[config.mk]
export PLATFORM = sky130hd
export DESIGN_NAME = win_wdog
export DESIGN_NICKNAME = d
export VERILOG_FILES = /design/src/rtl/wdog_pkg.sv /design/src/rtl/wdog_prescaler.sv /design/src/rtl/wdog_core.sv /design/src/rtl/win_wdog.sv
export SDC_FILE = /design/constraint.sdc
export NUM_CORES = 1
export LEC_CHECK = 0
export BUFFER_PORTS_ARGS = -buffer_cell sky130_fd_sc_hd__buf_2
export CELL_PAD_IN_SITES_DETAIL_PLACEMENT = 0
export CELL_PAD_IN_SITES_GLOBAL_PLACEMENT = 1
export CORE_ASPECT_RATIO = 0.9
export CORE_UTILIZATION = 30
export CTS_CLUSTER_SIZE = 10
export DETAILED_ROUTE_END_ITERATION = 10
export GPL_TIMING_DRIVEN = 1
export PLACE_DENSITY = 0.69
export SETUP_SLACK_MARGIN = 0.1
export SLEW_MARGIN = 20
export SYNTH_ARGS = -nofsm -noshare
export SYNTH_HDL_FRONTEND = slang
export SYNTH_SLANG_ARGS = --single-unit
[constraint.sdc]
create_clock -name clk_i -period 5.7 [get_ports clk_i]
set_input_delay 0.285 -clock clk_i [delete_from_list [all_inputs] [get_ports clk_i]]
set_output_delay 0.285 -clock clk_i [all_outputs]
set_load 0.02 [all_outputs]
[src/rtl/wdog_pkg.sv]
package wdog_pkg;
  localparam int ADDR_W    = 5;
  localparam int DATA_W    = 32;
  localparam int CNT_W     = 6;
  localparam int PSEL_W    = 4;
  localparam int MAX_SHIFT = 11;

  localparam logic [ADDR_W-1:0] OFF_KEY  = 5'h00;
  localparam logic [ADDR_W-1:0] OFF_CTRL = 5'h04;
  localparam logic [ADDR_W-1:0] OFF_IE   = 5'h08;
  localparam logic [ADDR_W-1:0] OFF_STAT = 5'h0C;
  localparam logic [ADDR_W-1:0] OFF_CNT  = 5'h10;

  localparam logic [DATA_W-1:0] REFRESH_KEY = 32'h0000_5AA5;

  localparam int CTRL_EN_BIT  = 0;
  localparam int CTRL_PSEL_LO = 8;
  localparam int CTRL_WIN_LO  = 16;
  localparam int CTRL_DBG_BIT = 31;
endpackage

[src/rtl/wdog_prescaler.sv]
module wdog_prescaler #(
  parameter int PSEL_W    = 4,
  parameter int MAX_SHIFT = 11,
  localparam int DIV_W    = (MAX_SHIFT > 0) ? MAX_SHIFT : 1
) (
  input  logic              clk_i,
  input  logic              rst_ni,
  input  logic              clr_i,
  input  logic              run_i,
  input  logic [PSEL_W-1:0] psel_i,
  output logic              tick_o
);
  logic [DIV_W-1:0] div_q;
  logic [DIV_W-1:0] lim;
  int unsigned      shift;

  always_comb begin
    shift  = (int'(psel_i) > MAX_SHIFT) ? MAX_SHIFT : int'(psel_i);
    lim    = DIV_W'((32'd1 << shift) - 32'd1);
    // >= keeps a shrinking ratio from wrapping the divider
    tick_o = run_i & ~clr_i & (div_q >= lim);
  end

  always_ff @(posedge clk_i or negedge rst_ni) begin
    if (!rst_ni)     div_q <= '0;
    else if (clr_i)  div_q <= '0;
    else if (run_i)  div_q <= tick_o ? '0 : div_q + 1'b1;
  end

  p_tick_spacing_r6: assert property (@(posedge clk_i) disable iff (!rst_ni)
    tick_o && (lim != '0) |=> !tick_o || (psel_i != $past(psel_i)))
    else $error("prescaler ticked on consecutive cycles");

  p_frozen_r9: assert property (@(posedge clk_i) disable iff (!rst_ni)
    !run_i && !clr_i |=> $stable(div_q))
    else $error("prescaler moved while halted");
endmodule

[src/rtl/wdog_core.sv]
module wdog_core #(
  parameter int CNT_W = 6
) (
  input  logic             clk_i,
  input  logic             rst_ni,
  input  logic             en_i,
  input  logic             tick_i,
  input  logic             key_wr_i,
  input  logic [CNT_W-1:0] win_i,
  output logic [CNT_W-1:0] cnt_o,
  output logic             fire_o,
  output logic             reload_o,
  output logic             match_o
);
  localparam logic [CNT_W-1:0] TOP = '1;

  logic [CNT_W-1:0] cnt_q;
  logic [CNT_W-1:0] dec;
  logic             early, expired;

  always_comb begin
    early    = key_wr_i & (cnt_q > win_i);
    expired  = en_i & (cnt_q == '0);
    fire_o   = early | expired;
    reload_o = fire_o | key_wr_i;
    dec      = cnt_q - 1'b1;
    match_o  = tick_i & ~reload_o & (dec == win_i);
  end

  always_ff @(posedge clk_i or negedge rst_ni) begin
    if (!rst_ni)        cnt_q <= TOP;
    else if (reload_o)  cnt_q <= TOP;
    else if (tick_i)    cnt_q <= dec;
  end

  assign cnt_o = cnt_q;

  p_refresh_in_window_r2: assert property (@(posedge clk_i) disable iff (!rst_ni)
    key_wr_i && (cnt_q <= win_i) |=> cnt_q == TOP)
    else $error("accepted refresh did not reload");

  p_expire_reload_r5: assert property (@(posedge clk_i) disable iff (!rst_ni)
    en_i && (cnt_q == '0) |=> cnt_q == TOP)
    else $error("expired counter did not reload");

  p_hold_without_tick_r9: assert property (@(posedge clk_i) disable iff (!rst_ni)
    !tick_i && !key_wr_i && !(en_i && cnt_q == '0) |=> $stable(cnt_q))
    else $error("counter moved without a tick");
endmodule

[src/rtl/win_wdog.sv]
module win_wdog
  import wdog_pkg::*;
(
  input  logic              clk_i,
  input  logic              rst_ni,
  input  logic              req_i,
  input  logic              we_i,
  input  logic [ADDR_W-1:0] addr_i,
  input  logic [DATA_W-1:0] wdata_i,
  output logic [DATA_W-1:0] rdata_o,
  input  logic              debug_i,
  output logic              irq_o,
  output logic              rst_req_o
);
  localparam logic [CNT_W-1:0] TOP = '1;

  logic              en_q, dbg_run_q, ie_q, if_q, rf_q, rst_req_q;
  logic [PSEL_W-1:0] psel_q;
  logic [CNT_W-1:0]  win_q, cnt;
  logic              wr, wr_ctrl, wr_ie, wr_stat, key_wr;
  logic              run, tick, fire, reload, match;

  always_comb begin
    wr      = req_i & we_i;
    wr_ctrl = wr & (addr_i == OFF_CTRL);
    wr_ie   = wr & (addr_i == OFF_IE);
    wr_stat = wr & (addr_i == OFF_STAT);
    key_wr  = wr & (addr_i == OFF_KEY) & (wdata_i == REFRESH_KEY) & en_q;
    run     = en_q & ~(debug_i & ~dbg_run_q);
  end

  wdog_prescaler #(.PSEL_W(PSEL_W), .MAX_SHIFT(MAX_SHIFT)) i_prescaler (
    .clk_i  (clk_i),
    .rst_ni (rst_ni),
    .clr_i  (reload | ~en_q),
    .run_i  (run),
    .psel_i (psel_q),
    .tick_o (tick)
  );

  wdog_core #(.CNT_W(CNT_W)) i_core (
    .clk_i    (clk_i),
    .rst_ni   (rst_ni),
    .en_i     (en_q),
    .tick_i   (tick),
    .key_wr_i (key_wr),
    .win_i    (win_q),
    .cnt_o    (cnt),
    .fire_o   (fire),
    .reload_o (reload),
    .match_o  (match)
  );

  always_ff @(posedge clk_i or negedge rst_ni) begin
    if (!rst_ni) begin
      en_q      <= 1'b0;
      dbg_run_q <= 1'b0;
      psel_q    <= '0;
      win_q     <= '0;
      ie_q      <= 1'b0;
      if_q      <= 1'b0;
      rf_q      <= 1'b0;
      rst_req_q <= 1'b0;
    end else begin
      if (wr_ctrl) begin
        en_q      <= wdata_i[CTRL_EN_BIT];
        dbg_run_q <= wdata_i[CTRL_DBG_BIT];
        psel_q    <= wdata_i[CTRL_PSEL_LO +: PSEL_W];
        win_q     <= wdata_i[CTRL_WIN_LO +: CNT_W];
      end
      if (wr_ie) ie_q <= wdata_i[0];
      // set beats write-one-clear
      if_q      <= match | (if_q & ~(wr_stat & wdata_i[0]));
      rf_q      <= fire  | (rf_q & ~(wr_stat & wdata_i[1]));
      rst_req_q <= fire;
    end
  end

  always_comb begin
    rdata_o = '0;
    if (req_i && !we_i) begin
      unique case (addr_i)
        OFF_CTRL: begin
          rdata_o[CTRL_EN_BIT]                 = en_q;
          rdata_o[CTRL_PSEL_LO +: PSEL_W]      = psel_q;
          rdata_o[CTRL_WIN_LO +: CNT_W]        = win_q;
          rdata_o[CTRL_DBG_BIT]                = dbg_run_q;
        end
        OFF_IE:   rdata_o[0]       = ie_q;
        OFF_STAT: rdata_o[1:0]     = {rf_q, if_q};
        OFF_CNT:  rdata_o[CNT_W-1:0] = cnt;
        default:  rdata_o = '0;
      endcase
    end
  end

  assign irq_o     = if_q & ie_q;
  assign rst_req_o = rst_req_q;

  p_early_refresh_r4: assert property (@(posedge clk_i) disable iff (!rst_ni)
    key_wr && (cnt > win_q) |=> rst_req_o && rf_q)
    else $error("early refresh did not request reset");

  p_rf_clear_r8: assert property (@(posedge clk_i) disable iff (!rst_ni)
    wr_stat && wdata_i[1] && !fire |=> !rf_q)
    else $error("reset flag not cleared");

  p_reload_on_req_r11: assert property (@(posedge clk_i) disable iff (!rst_ni)
    rst_req_o |-> cnt == TOP)
    else $error("counter not reloaded with reset request");

  p_irq_follows_flag_r7: assert property (@(posedge clk_i) disable iff (!rst_ni)
    match && ie_q && !wr_ie |=> irq_o)
    else $error("interrupt missing after window match");
endmodule

**Word-level counts from Yosys, hierarchy flattened**

Index checks and enable logic that the tools add are counted.

- Add/subtract/negate cells: 3
- Magnitude comparators: 3
- Equal/unequal tests: 6
- Shift-type cells: 1
- Mux-type cells: 13
- Bitwise gates (word level): 32
- Reductions and logical operators: 6

Operator list:

| cell | count |
|---|---|
| $mux 11 | 3 |
| $eq 32x15->1 const B | 1 |
| $mux 32 | 1 |
| $shl 1x32->11 const A | 1 |
| $and 1x1->1 | 20 |
| $mux 6 | 3 |
| $mux 4 | 3 |
| $add 11x1->11 const B | 1 |
| $ge 11x11->1 | 1 |
| $sub 11x1->11 const B | 1 |
| $eq 5x4->1 const B | 2 |
| $not 1->1 | 7 |
| $eq 6x6->1 | 1 |
| $gt 6x6->1 | 1 |
| $logic_not 6->1 | 1 |
| $sub 6x1->6 const B | 1 |
| $eq 5x3->1 const B | 1 |
| $eq 5x5->1 const B | 1 |
| $logic_not 5->1 | 1 |
| $or 1x1->1 | 5 |
| $gt 4x4->1 const B | 1 |
| $pmux 1 s4 | 1 |
| $reduce_bool 2->1 | 2 |
| $pmux 1 s2 | 1 |
| other kinds (3) | 3 |

- Flip-flop bits (word level): 33
- Output and inout bits: 34
- Logic and storage cells: 74

**Logic depth before layout (Yosys ltp)**

- Depth after elaboration: 14
- Gate-level depth with buffers: 15
- Gate-level depth less buffers: 12

**By module**

Synthesis repeated with hierarchy kept, for this count alone.

- Cell total of the unflattened synthesis: 304
- Area, all modules: 2703.8 µm²

By module, submodules not included:

| module | times used | cells each | area an instance (µm²) | sequential area each (µm²) |
|---|---|---|---|---|
| win_wdog | 1 | 106 | 1061.0 | 400.4 |
| wdog_prescaler | 1 | 128 | 1024.7 | 275.3 |
| wdog_core | 1 | 70 | 618.1 | 157.7 |

**Least setup slack after synthesis**

OpenSTA, ideal clock, no wires.

- Kind: register to register
- Start point: reg psel_q[3]
- End point: reg if_q
- Arrival: 3.456 ns
- Data required time: 5.579 ns
- Path slack: 2.123 ns
- Stages on the path, launching flop included: 14
- Period minus slack after synthesis: 3.577 ns
- Path through: dfrtp_1 clkbuf_1 or4_1 ha_1 clkbuf_1 nor4b_1 a21oi_1 o22a_1 ha_1 a2111oi_4 o21ai_2 a311oi_4 nor3_4 a41o_1

- Cells in the longest elaborated chain, start to end: 9

Ends and longest elaborated chain:

| what | RTL line | RTL |
|---|---|---|
| from (decl) | win_wdog.sv:18 | `logic [PSEL_W-1:0] psel_q;` |
| from (signal assigned) | win_wdog.sv:68 | `psel_q <= wdata_i[CTRL_PSEL_LO +: PSEL_W];` |
| $gt 4x4->1 | wdog_prescaler.sv:18 | `shift = (int'(psel_i) > MAX_SHIFT) ? MAX_SHIFT : int'(psel_i);` |
| $mux 4 * | wdog_prescaler.sv:18 |  |
| $shl 1x32->11 * | wdog_prescaler.sv:19 | `lim = DIV_W'((32'd1 << shift) - 32'd1);` |
| $sub 11x1->11 * | wdog_prescaler.sv:19 |  |
| $ge 11x11->1 * | wdog_prescaler.sv:21 | `tick_o = run_i & ~clr_i & (div_q >= lim);` |
| $and 1x1->1 * | wdog_prescaler.sv:21 |  |
| $and 1x1->1 * (2 in series) | wdog_core.sv:27 | `match_o = tick_i & ~reload_o & (dec == win_i);` |
| $or 1x1->1 * | win_wdog.sv:73 | `if_q <= match \| (if_q & ~(wr_stat & wdata_i[0]));` |
| to (signal assigned) | win_wdog.sv:73 |  |
| to (decl) | win_wdog.sv:17 | `logic en_q, dbg_run_q, ie_q, if_q, rf_q, rst_req_q;` |

Mark *: on every way between the ends. The rest lies on a longest branch, timed or not.
A chain may end at the register's enable or synchronous reset.

**Worst setup path after layout**

- Start point: reg psel_q[2]
- End point: reg i_prescaler.div_q[2]

- Cells in the longest elaborated chain, start to end: 9

Ends and longest elaborated chain:

| what | RTL line | RTL |
|---|---|---|
| $gt 4x4->1 | wdog_prescaler.sv:18 |  |
| $mux 4 * | wdog_prescaler.sv:18 |  |
| $shl 1x32->11 * | wdog_prescaler.sv:19 |  |
| $sub 11x1->11 * | wdog_prescaler.sv:19 |  |
| $ge 11x11->1 * | wdog_prescaler.sv:21 |  |
| $and 1x1->1 * | wdog_prescaler.sv:21 |  |
| $mux 11 * (2 in series) | wdog_prescaler.sv:27 | `else if (run_i) div_q <= tick_o ? '0 : div_q + 1'b1;` |
| $mux 11 * | wdog_prescaler.sv:26 | `else if (clr_i) div_q <= '0;` |
| to (signal assigned) | wdog_prescaler.sv:27 |  |
| to (decl) | wdog_prescaler.sv:13 | `logic [DIV_W-1:0] div_q;` |

Mark *: on every way between the ends. The rest lies on a longest branch, timed or not. The select of a mux whose other input is x is not followed.

==> summary.md <==
| Metric | Value |
|---|---|
| Status | finished clean |
| Num CTS Buffers | 5 |
| Setup violators final | 0 |
| Vias in the first global route | 2274 |
| Final routed wire length divided by cell count | 13.8 µm |
| H-tree level count | 2 |
| Most numerous cell in the Yosys netlist | dfrtp_1 |
| Die W | 103 µm |
| Cell-by-cell listing of the critical path | or4_1 > ha_1 > nor4b_1 > a21oi_1 > o22a_1 > ha_1 > a2111oi_4 > o21ai_2 > a311oi_4 > nor3_4 > nor4_2 |
| Die Y-Extent | 92.9 µm |
| Number of buffers added on ports | 60 |
| Slowest cell on the critical path | a311oi_4 |
| Time the worst path needs with I/O delays and setup | 3990 ps |
| Instance area after placement | 3080 µm² |
| Number of cells in the finished layout apart from fillers | 485 |
| Maxcap violations | 0 |
| Max stage delay on crit path | 620 ps |
| Count of standard-cell rows | 32 |
| Final design utilization | 0.365 |
| Number of buffers on the longest clock path | 2 |
| Top cells by instance count after synthesis | 27 x dfrtp_1, 23 x nor2_1, 20 x ha_1 |
| Highest Clock Rate | 251 MHz |
| RSZ-0062 raised after global routing | no |
| Setup Crit Path Kind | flip-flop to flip-flop |
| CTS tree | yes |
| Post-CTS resize count | 0 |
| Final Cycle Share | 0.700 |
| Endpoint required time on the critical path | 5880 ps |
| Final weighted congestion in routability-driven placement | 0.787 |
| Core ar. | 8730 µm² |
| Sum of routed wire length over all layers | 6700 µm |
| Remaining global-route overflow | 0 |
| Number of hold violations in the final report | 0 |
| Cell taking the most area after synthesis | dfrtp_1 |
| Residual DRC | 0 |
| Post-CTS Setup Bufs | 0 |
| Overall die area | 9560 µm² |
| Slew Limit Headroom | 0.377 |
| Final Slew Violations | 0 |
| Most common flop cell mapped by yosys | dfrtp_1 |
| Class of the worst hold path | input port to asynchronous set/reset pin |
| Ant. Diodes | 0 |
| Number of instances in the placed design | 477 |
| Ys async rst share | 1.00 |
| Maximum clock skew at final layout | 9.48 ps |
| Post-Syn Instances | 311 |
| Number of hold-repair buffers added at the cts stage | 0 |
| Ratio of routed vias to standard cells | 4.91 |
| IR Drop Worst-Case VDD | 0.125 mV |
| Critical path's top delay family | compound AO/OA/AOI/OAI gates |
| Top-area cell type share of the netlist area | 0.245 |
| Data arrival at the endpoint of the critical path | 4170 ps |
| Number of nets still failing antenna checks after routing | 0 |
| Clock latency at the later pin of the worst-skew pair | 290 ps |
| Net count, final | 427 |
| DR vias | 2379 |
| Power, Total | 0.000900 W |
| CTS clk-pin slew, worst paths | 70 ps |
| Most Frequent Cell on Critical Path | ha_1 |
| Sequential element share of the synthesized area | 0.303 |
| Power per cell area | 283 nW/µm² |
| Count of distinct cell types in the synthesized netlist | 60 |
| Endpoint kind of the worst setup timing path | flip-flop |
| HPWL Detailed | 5270 µm |
| Number of warnings printed during yosys synthesis | 0 |
| Mean instance size in the synthesized netlist | 8.85 µm² |
| Maximum number of pins on one net before global-route repair | 34 |
| Leakage power summed over all cells | 1.47 nW |
| Master cell of the clock root buffer | clkbuf_8 |
| Global-route wire length before repair | 11400 µm |
| Netlist area before placement | 2750 µm² |
| Antenna violations before repair | 0 |
| Clock sink total | 33 |
| Number of search-and-repair iterations in the first detailed-routing pass | 4 |
| Number of design-rule violations left by the first detailed-router iteration | 82 |
| Number of buffers and inverters on the critical path | 0 |
| Top fanout value on the critical path | 16 |
| Transition time at the pin with the least slew margin | 934 ps |
| Effective utilization at floorplan | 0.315 |
| All-Layer GR Usage | 0.154 |
| Post-route design area | 3180 µm² |
| Largest cells by area after synthesis | dfrtp_1 25%, ha_1 9.1%, dfstp_2 5.7% |
| FF+latch count, synth | 33 |
| IO Pins | 76 |
| Fraction of final layout cells sized beyond drive strength 1 | 0.273 |
| Fin Setup TNS | 0 ps |
| Critical path startpoint category | flip-flop |
| Growth of design area from synthesis to finish | 15.6% |
| Number of synthesized flops with an enable pin | 0 |
[power breakdown]
| group | switching, W | internal (W) | total, W |
|---|---|---|---|
| combinational | 0.000188 | 0.000151 | 0.000339 |
| sequential | 0.0000717 | 0.000292 | 0.000364 |
| clock | 0.0000884 | 0.000109 | 0.000198 |
| total | 0.000348 | 0.000552 | 0.000900 |
[worst reg2reg max path, stage by stage, from the launching register on]
cell	delay, ps
dfrtp_1	510
or4_1	580
ha_1	290
nor4b_1	270
a21oi_1	70
o22a_1	220
ha_1	330
a2111oi_4	360
o21ai_2	130
a311oi_4	620
nor3_4	190
nor4_2	310
[stage by stage]
| stage | hold slack [ps] | setup slack [ps] |
|---|---|---|
| global placement | 413 | 1810 |
| detailed placement | 409 | 1760 |
| global route | 133 | 1390 |
| CTS | 93.6 | 1710 |
| finish | 72.2 | 1710 |
| floorplan | -10.6 | 2120 |
[layer usage]
layer  global-route usage  up-vias  part of all wire
met5                    0        -                 0
met4               0.0387        0             0.013
li1                     -     1209                 -
met3               0.0347        8             0.049
met1                0.229     1092              0.53
met2                0.222       70              0.41
[area by class of cell]
| cell class | instances | area (µm²) |
|---|---|---|
| timing repair buffer | 60 | 300 |
| fill | 971 | 5550 |
| clock buffer | 7 | 96.3 |
| inverter | 17 | 63.8 |
| multi-input combinational | 248 | 1730 |
| clock inverter | 1 | 5.00 |
| sequential | 33 | 833 |
| tap | 119 | 149 |
[worst paths after layout]
kind	from	endpoint	slack, ps	depth (start not counted)
setup / recovery	psel_q[2]	i_prescaler.div_q[2]	1710	11
hold / removal	rst_ni	if_q	70	1
setup reg to reg	psel_q[2]	i_prescaler.div_q[2]	1710	11
hold reg to reg	ie_q	ie_q	540	1
max in group asynchronous	rst_ni	i_prescaler.div_q[9]	5150	1
min in group clk_i	wdata_i[21]	win_q[5]	210	3
[registers in the layout, summed over array words and instances (netlist names)]
name	count
dbg_run_q	1
en_q	1
i_core.cnt_o	6
i_prescaler.div_q	11
ie_q	1
if_q	1
psel_q	4
rf_q	1
rst_req_o	1
win_q	6
[layout by cell type, fill, tap and decap left out, types with 8 or more instances in the layout]
cell type and instances:
nand3_1 10, a21oi_1 12, nor2_1 23, dfrtp_1 27
inv_1 16, and2_1 8, buf_2 60, nand4_1 8
nand2_1 19, o21ai_0 11, ha_1 20, conb_1 15
nor3_1 14
[logic make-up after synthesis]
group                    count (synthesis)  share of synthesized area
buffers and inverters                   44                     0.0864
flip-flops                              33                      0.303
XOR/XNOR                                10                     0.0318
AO/OA/AOI/OAI                           59                      0.153
other                                    1                    0.00136
multiplexers                             9                     0.0359
adder cells (fa/ha/maj)                 20                     0.0909
AND/OR/NAND/NOR                        135                      0.298
No activity file was read; power rests on OpenSTA's default activity.
